## config.mk

```make
export PLATFORM = sky130hd
export DESIGN_NAME = lp_irq_router
export DESIGN_NICKNAME = d
export VERILOG_FILES = /design/src/rtl/lp_irq_router.sv
export SDC_FILE = /design/constraint.sdc
export NUM_CORES = 1
export LEC_CHECK = 0
export BUFFER_PORTS_ARGS = -buffer_cell sky130_fd_sc_hd__buf_2
export CORE_AREA = 2 2 215 217
export DETAILED_ROUTE_END_ITERATION = 16
export DIE_AREA = 0 0 217 219
export GPL_TIMING_DRIVEN = 1
export PLACE_DENSITY_LB_ADDON = 0.15
export SYNTH_ARGS = -nofsm -noshare
export SYNTH_HDL_FRONTEND = slang
export SYNTH_SLANG_ARGS = --single-unit
```

## constraint.sdc

```tcl
create_clock -name clk -period 33.8 [get_ports clk]
set_input_delay 1.69 -clock clk [delete_from_list [all_inputs] [get_ports clk]]
set_output_delay 1.69 -clock clk [all_outputs]
set_load 0.05 [all_outputs]
```

## src/rtl/lp_irq_router.sv

```systemverilog
module lp_irq_router #(
  parameter int NCPU = 8
) (
  input  logic                 clk,
  input  logic                 rst_n,
  input  logic                 cluster_mode,
  input  logic                 req_valid,
  input  logic [63:0]          req_entry,
  output logic                 req_ready,
  output logic                 req_err,
  input  logic [NCPU-1:0]      cpu_en,
  input  logic [8*NCPU-1:0]    cpu_phys_id,
  input  logic [32*NCPU-1:0]   cpu_log_id,
  input  logic [8*NCPU-1:0]    cpu_tpr,
  input  logic [8*NCPU-1:0]    cpu_isr_vec,
  input  logic [NCPU-1:0]      cpu_isr_act,
  input  logic [NCPU-1:0]      cpu_accept,
  output logic [NCPU-1:0]      grant,
  output logic [7:0]           grant_vec
);
  localparam int PW = (NCPU > 1) ? $clog2(NCPU) : 1;

  logic [7:0]  vec;
  logic [2:0]  dmode;
  logic        lmode;
  logic [7:0]  dflat;
  logic [31:0] dclu;
  logic        is_fixed, is_lp, bad;

  assign vec      = req_entry[7:0];
  assign dmode    = req_entry[10:8];
  assign lmode    = req_entry[11];
  assign dflat    = req_entry[63:56];
  assign dclu     = req_entry[63:32];
  assign is_fixed = (dmode == 3'b000);
  assign is_lp    = (dmode == 3'b001);
  assign bad      = req_valid && !is_fixed && !is_lp;

  logic [NCPU-1:0] elig, cand, tie, fix_pick, rr_pick, sel;
  logic [4:0]      key [NCPU];
  logic [4:0]      kmin;
  logic [PW-1:0]   ptr, win;

  always_comb begin
    for (int i = 0; i < NCPU; i++) begin
      logic [31:0] lid;
      logic [3:0]  tcls, icls, ecls;
      logic        hit;
      lid  = cpu_log_id[i*32 +: 32];
      tcls = cpu_tpr[i*8+4 +: 4];
      icls = cpu_isr_act[i] ? cpu_isr_vec[i*8+4 +: 4] : 4'h0;
      ecls = (tcls > icls) ? tcls : icls;
      if (!lmode)
        hit = (cpu_phys_id[i*8 +: 8] == dflat);
      else if (cluster_mode)
        hit = (lid[31:16] == dclu[31:16]) && |(lid[15:0] & dclu[15:0]);
      else
        hit = |(lid[7:0] & dflat);
      elig[i] = hit && cpu_en[i];
      key[i]  = {ecls, cpu_isr_act[i]};
      cand[i] = elig[i] && (vec[7:4] > ecls);
    end
  end

  always_comb begin
    kmin = 5'h1F;
    for (int i = 0; i < NCPU; i++)
      if (cand[i] && key[i] < kmin) kmin = key[i];
    for (int i = 0; i < NCPU; i++)
      tie[i] = cand[i] && (key[i] == kmin);
  end

  always_comb begin
    logic found;
    rr_pick = '0;
    found   = 1'b0;
    for (int k = 0; k < NCPU; k++) begin
      int j;
      j = int'(ptr) + k;
      if (j >= NCPU) j = j - NCPU;
      if (!found && tie[j]) begin
        rr_pick[j] = 1'b1;
        found      = 1'b1;
      end
    end
  end

  always_comb begin
    fix_pick = '0;
    for (int i = NCPU - 1; i >= 0; i--)
      if (elig[i]) fix_pick = NCPU'(1) << i;
  end

  assign sel       = is_fixed ? fix_pick : (is_lp ? rr_pick : '0);
  assign grant     = req_valid ? sel : '0;
  assign grant_vec = vec;
  assign req_err   = bad;
  assign req_ready = bad || |(grant & cpu_accept);

  always_comb begin
    win = '0;
    for (int i = 0; i < NCPU; i++)
      if (grant[i]) win = PW'(i);
  end

  always_ff @(posedge clk or negedge rst_n) begin
    if (!rst_n)
      ptr <= '0;
    else if (|(grant & cpu_accept))
      ptr <= (win == PW'(NCPU - 1)) ? '0 : win + PW'(1);
  end

  logic unused_bits;
  always_comb begin
    unused_bits = ^req_entry[31:12];
    for (int i = 0; i < NCPU; i++)
      unused_bits = unused_bits ^ (^cpu_tpr[i*8 +: 4]) ^ (^cpu_isr_vec[i*8 +: 4]);
  end
endmodule


```

## Yosys cells after proc, flatten, opt, wreduce, memory -nomap -nowiden

Cells that the tools add are included.

- $add $sub $neg: 16
- $mul: 0
- Div/mod/pow operators: 0
- Magnitude comparators: 48
- Equal/unequal tests: 26
- Shifts and indexed selects: 0
- Mux-type cells: 122
- Bitwise logic cells: 24
- Reduce and logical (&&, ||, !) cells: 85

Operators by type and width:

| cell | number |
|---|---|
| >= comparator 32 x 1 -> 1 bit (second input constant) | 8 |
| < comparator 32 x 5 -> 1 bit (second input constant) | 8 |
| two-way mux 32 bit | 8 |
| two-way mux 8 bit | 19 |
| bitwise AND 16 bit | 8 |
| == test 16 bit | 8 |
| OR reduction 16 bit | 8 |
| bitwise AND 8 bit | 9 |
| OR reduction 8 bit | 9 |
| == test 8 bit | 8 |
| > comparator 4 bit | 16 |
| two-way mux 4 bit | 16 |
| logical AND 1 bit | 57 |
| OR 8 bit | 7 |
| two-way mux 1 bit | 48 |
| == test 5 bit | 8 |
| two-way mux 5 bit | 8 |
| < comparator 5 bit | 7 |
| subtractor 4 x 4 -> 5 bit (second input constant) | 7 |
| >= comparator 4 bit (second input constant) | 7 |
| binary-select mux 1 bit (select 3 bit) | 8 |
| demux 1 bit (select 3 bit) | 8 |
| two-way mux 3 bit | 7 |
| adder 3 x 3 -> 4 bit (second input constant) | 4 |
| other kinds (11) | 20 |

- Register bits after elaboration: 3
- Bits in latches: 0
- RAM bits: 0
- ROM bits: 0
- Input port bits: 540
- Output and inout bits: 18
- Logic and storage cells: 322
- Memories: 0

## Logic depth before layout (Yosys ltp)

- Word-level depth: 69
- Depth in mapped cells: 97
- Depth with buffers taken out: 90

## Worst setup path after synthesis

OpenSTA, ideal clock, no wires.

- Path kind: input -> output
- From: in cpu_isr_act[0]
- To: out req_ready
- Data arrival time: 19063 ps
- Required time: 32110 ps
- Path slack: 13047 ps
- Stages: 87
- Path buffers: 6
- Cells stage by stage: clkbuf_1 > nand2_1 > ha_1 > nor2b_1 > o211ai_1 > a21oi_2 > nor2_1 > a21oi_1 > ha_1 > a21oi_1 > o21ai_0 > nand4_1 > nor2_4 > and2_1 > ha_1 > nand2b_1 > a211o_1 > a21o_1 > [51 not listed] > a2111oi_2 > a31oi_2 > clkbuf_1 > a221oi_1 > o41ai_1 > a211oi_1 > a21oi_1 > nor2_1 > mux4_2 > or4_1 > buf_2 > nor2_1 > a2111oi_0 > nand3b_1 > a31oi_1 > a222oi_1 > and3_4 > nand2b_1

- Longest elaborated chain between the ends: 61
- Elaborated cells on any way between the ends: 111
- Classes of those cells: order compare (10); eq/ne (8); mux (52); bitwise (8); reduce/logical (33)

RTL lines:

| item | line | text |
|---|---|---|
| start: declaration | 16 | `input logic [NCPU-1:0] cpu_isr_act,` |
| two-way mux 4 bit | 51 | `icls = cpu_isr_act[i] ? cpu_isr_vec[i*8+4 +: 4] : 4'h0;` |
| > comparator 4 bit | 52 | `ecls = (tcls > icls) ? tcls : icls;` |
| two-way mux 4 bit | 52 |  |
| > comparator 4 bit | 61 | `cand[i] = elig[i] && (vec[7:4] > ecls);` |
| logical AND 1 bit | 61 |  |
| logical AND 1 bit | 68 | `if (cand[i] && key[i] < kmin) kmin = key[i];` |
| two-way mux 5 bit | 68 |  |
| < comparator 5 bit | 68 |  |
| [45 not listed] | -- |  |
| logical AND 1 bit | 81 | `if (!found && tie[j]) begin` |
| two-way mux 8 bit * | 81 |  |
| two-way mux 8 bit * (2 in series) | 94 | `assign sel = is_fixed ? fix_pick : (is_lp ? rr_pick : '0);` |
| two-way mux 8 bit * | 95 | `assign grant = req_valid ? sel : '0;` |
| via grant[7] | 18 | `output logic [NCPU-1:0] grant,` |
| bitwise AND 8 bit * | 98 | `assign req_ready = bad \|\| \|(grant & cpu_accept);` |
| OR reduction 8 bit * | 98 |  |
| logical OR 1 bit * | 98 |  |
| end: declaration | 9 | `output logic req_ready,` |

The timed path passes the listed nets; every way through them passes the cells marked *. The select of a mux whose other input is x is not followed.

## Worst setup path after layout

- From: in cpu_isr_act[0]
- To: out req_ready

- Longest elaborated chain between the ends: 61
- Elaborated cells on any way between the ends: 111
- Classes of those cells: order compare (10); eq/ne (8); mux (52); bitwise (8); reduce/logical (33)

RTL lines:

| item | line |
|---|---|
| two-way mux 4 bit | 51 |
| > comparator 4 bit | 52 |
| two-way mux 4 bit | 52 |
| > comparator 4 bit | 61 |
| logical AND 1 bit | 61 |
| logical AND 1 bit | 68 |
| two-way mux 5 bit | 68 |
| < comparator 5 bit | 68 |
| [44 not listed] | -- |
| zero test 1 bit | 81 |
| logical AND 1 bit | 81 |
| two-way mux 8 bit * | 81 |
| two-way mux 8 bit * (2 in series) | 94 |
| two-way mux 8 bit * | 95 |
| bitwise AND 8 bit * | 98 |
| OR reduction 8 bit * | 98 |
| logical OR 1 bit * | 98 |

Every way passes the cells marked *; elsewhere a longest branch is shown, timed or not. The select of a mux whose other input is x is not followed.

==> results.sh <==
export IMPL_power_switching_mw=0.240
export IMPL_overflow=0
export IMPL_synth_avg_cell_area_um2=7.22
export IMPL_max_freq_ghz=0.0421
export IMPL_biggestRegsByFlops="ptr x3"
export IMPL_grt_max_degree=31
export IMPL_largest_reg_flops=3
export IMPL_rows=78
export IMPL_start_kind="input port"
export IMPL_p_seq_share_pct=2.6
export IMPL_htree_levels=1
export IMPL_dieHeight_um=219
export IMPL_drtIter0Drc=1210
export IMPL_synth_cells=1441
export IMPL_postRouteAntennaNets=0
export IMPL_cap_violations=0
export IMPL_ys_seq_area_share_pct=0.722
export IMPL_synth_nets=2071
export IMPL_arrival_ps=22080
export IMPL_synthDistinctLibCells=114
export IMPL_p_int_mw=0.166
export IMPL_first_global_vias=13480
export IMPL_largest_register="ptr"
export IMPL_hold_class="flop to flop"
export IMPL_clk_path_buf_depth=2
export IMPL_hold_depth=2
export IMPL_clk_insertion_delay_late_ps=220
export IMPL_slew_violations=0
export IMPL_cp_startpoint="cpu_isr_act[0]"
export IMPL_remaining_drc_errors=0
export IMPL_synth_commonest_cells="xnor2_1 (162), nor2_1 (95), ha_1 (90)"
export IMPL_yosys_top_cells_area="xnor2_1 (14%), ha_1 (11%), xor2_1 (5.6%)"
export IMPL_vias_per_cell=5.53
export IMPL_critical_path_class="input port to output pin"
export IMPL_grt_pass1_wl_mm=90.1
export IMPL_reg2reg_depth=18
export IMPL_clock_root_buffer="clkbuf_16"
export IMPL_cp_slowest_cell="nor4_1"
export IMPL_vias=13599
export IMPL_wl_mm=63.1
export IMPL_place_congestion=0.954
export IMPL_swShare_pct=59.1
export IMPL_die_x_um=217
export IMPL_p_per_area_nw_per_um2=30.7
export IMPL_endpoint_kind="output pin"
export IMPL_vdd_ir_drop_max_mv=0.0232
export IMPL_min_period_over_period_pct=70.3
export IMPL_finalNetCount=2471
export IMPL_post_cts_resize_count=0
export IMPL_start_util_pct=23.1
export IMPL_gr_usage_all_layers_pct=25.6
export IMPL_finalHoldViolations=0
export IMPL_fin_crit_ps=23770
export IMPL_yosys_warnings=0
export IMPL_min_from="ptr[0]"
export IMPL_portBuffers=465
export IMPL_post_cts_buffers=0
export IMPL_syn_to_final_growth_pct=27.2
export IMPL_syn_area_um2=10400
export IMPL_synth_enable_flop_cells=0
export IMPL_drt_pass1_iter_count=6
export IMPL_worstMarginPinSlew_ps=1130
export IMPL_cts_tree="done"
export IMPL_clk_pin_slew_ps=30
export IMPL_async_flop_share_pct=100
export IMPL_cts_hold_fix_buffers=0
export IMPL_critPathMaxStageDelay_ps=860
export IMPL_coreArea_um2=45100
export IMPL_grt_setup_unrepaired="false"
export IMPL_n_fill_cell=5082
export IMPL_wl_per_cell_um=25.7
export IMPL_cts_sinks=3
export IMPL_synth_area_leader_cell="xnor2_1"
export IMPL_finClkSkew_ps=0.927
export IMPL_reg2reg_from="ptr[0]"
export IMPL_multi_input_area_um2=9470
export IMPL_regArea_um2=75.1
export IMPL_drive_above_1_share_pct=30.9
export IMPL_setup_viol=0
export IMPL_ios=558
export IMPL_finalPower_mw=0.406
export IMPL_synth_seq_cells=3
export IMPL_netlist_area_leader_share_pct=13.6
export IMPL_pwr_share_clk_pct=4.6
export IMPL_yosysMostFrequentCell="xnor2_1"
export IMPL_crit_fanout=19
export IMPL_antenna_found_initial=36
export IMPL_leakage_nw=5.95
export IMPL_status="completed"
export IMPL_crit_top_cell="ha_1"
export IMPL_ys_flop_type="dfrtp_1"
export IMPL_p_comb_share_pct=92.8
export IMPL_numCtsBuffers=3
export IMPL_max_slew_margin_pct=24.3
export IMPL_die_area_um2=47500
export IMPL_fin_setup_tns_ps=0
export IMPL_hpwl_mm=53.3
export IMPL_worstPathRequired_ps=32110
-- placed cells by master, fill, tap and decap left out, types with 17 or more instances in the layout --
cell type  Yosys  routed
nand2b_1      19      19
and2_1        27      27
a22oi_1       32      32
nor4_1        28      28
xor2_1        66      66
nor2b_1       19      19
ha_1          90      90
inv_1         81      81
mux2i_1       18      18
buf_4         15      19
a31oi_1       32      32
nand3_1       41      41
buf_2         20     465
a221oi_1      36      36
nand4_1       53      53
diode_2        0      19
xnor2_1      162     162
o21ai_0       59      59
nor2_1        95      95
a21o_1        17      17
nand2_1       86      86
a21oi_1       64      64
nor3_1        21      21
a22o_1        34      34
-- area by class of cell --
type,count,area share [%]
Antenna cell,19,0.359
Inverter,87,2.47
Clock buffer,4,0.596
Multi-Input combinational cell,1261,71.6
Tap cell,600,5.68
Timing Repair Buffer,485,18.7
Sequential cell,3,0.568
-- layer usage --
layer | global-route usage, % | vias up | routed length, um
li1 | - | 6281 | -
met1 | 32.4 | 6500 | 26300
met2 | 44.2 | 692 | 29800
met3 | 4.89 | 108 | 5130
met4 | 6.76 | 18 | 1740
met5 | 0 | - | 102
-- critical path: cells and delay by family --
family,cells,cell delay [ps]
AND/OR/NAND/NOR,22,5170
adder cells (fa/ha/maj),9,3030
buffers and inverters,4,990
multiplexers,4,1420
AO/OA/AOI/OAI,41,9750
-- final timing paths --
| kind | endpoint | slack (ps) |
|---|---|---|
| worst max-delay path | req_ready | 10030 |
| min in group asynchronous | ptr[1] | 1260 |
| worst min register to register | ptr[0] | 850 |
| worst min-delay path | ptr[0] | 850 |
| worst max register to register | ptr[2] | 27620 |
| max in group asynchronous | ptr[2] | 32430 |
-- power groups by stage --
stage | logic, mW | clock network (mW) | registers, mW
finish | 0.377 | 0.0187 | 0.0104
global route | 0.412 | 0.0192 | 0.0107
CTS | 0.373 | 0.0189 | 0.0104
detailed placement | 0.371 | 0 | 0.0105
global placement | 0.370 | 0 | 0.0105
floorplan | 0.263 | 0 | 0.00658
-- stage by stage --
step / hold WS (ps) / cells / setup slack, ps / util (%) / cell area (um2)
6_report: 852 / 2459 / 10030 / 29.3 / 13200
5_1_grt: 895 / 2443 / 8840 / 29.2 / 13200
4_1_cts: 860 / 2439 / 10280 / 29.2 / 13200
3_5_place_dp: 848 / 2435 / 10360 / 29.0 / 13100
3_3_place_gp: 839 / 2435 / 10370 / 29.0 / 13100
2_1_floorplan: 903 / 1441 / 13050 / - / 10400
-- cell families after synthesis --
family | after synthesis | share of synthesized area [%]
mux | 43 | 5.29
xor+xnor | 228 | 19.2
simple gates | 442 | 22.4
compound gates | 454 | 33.0
flops | 3 | 0.722
buf+inv | 177 | 8.18
fa+ha+maj | 94 | 11.2
(Power assumes the default switching activity.)
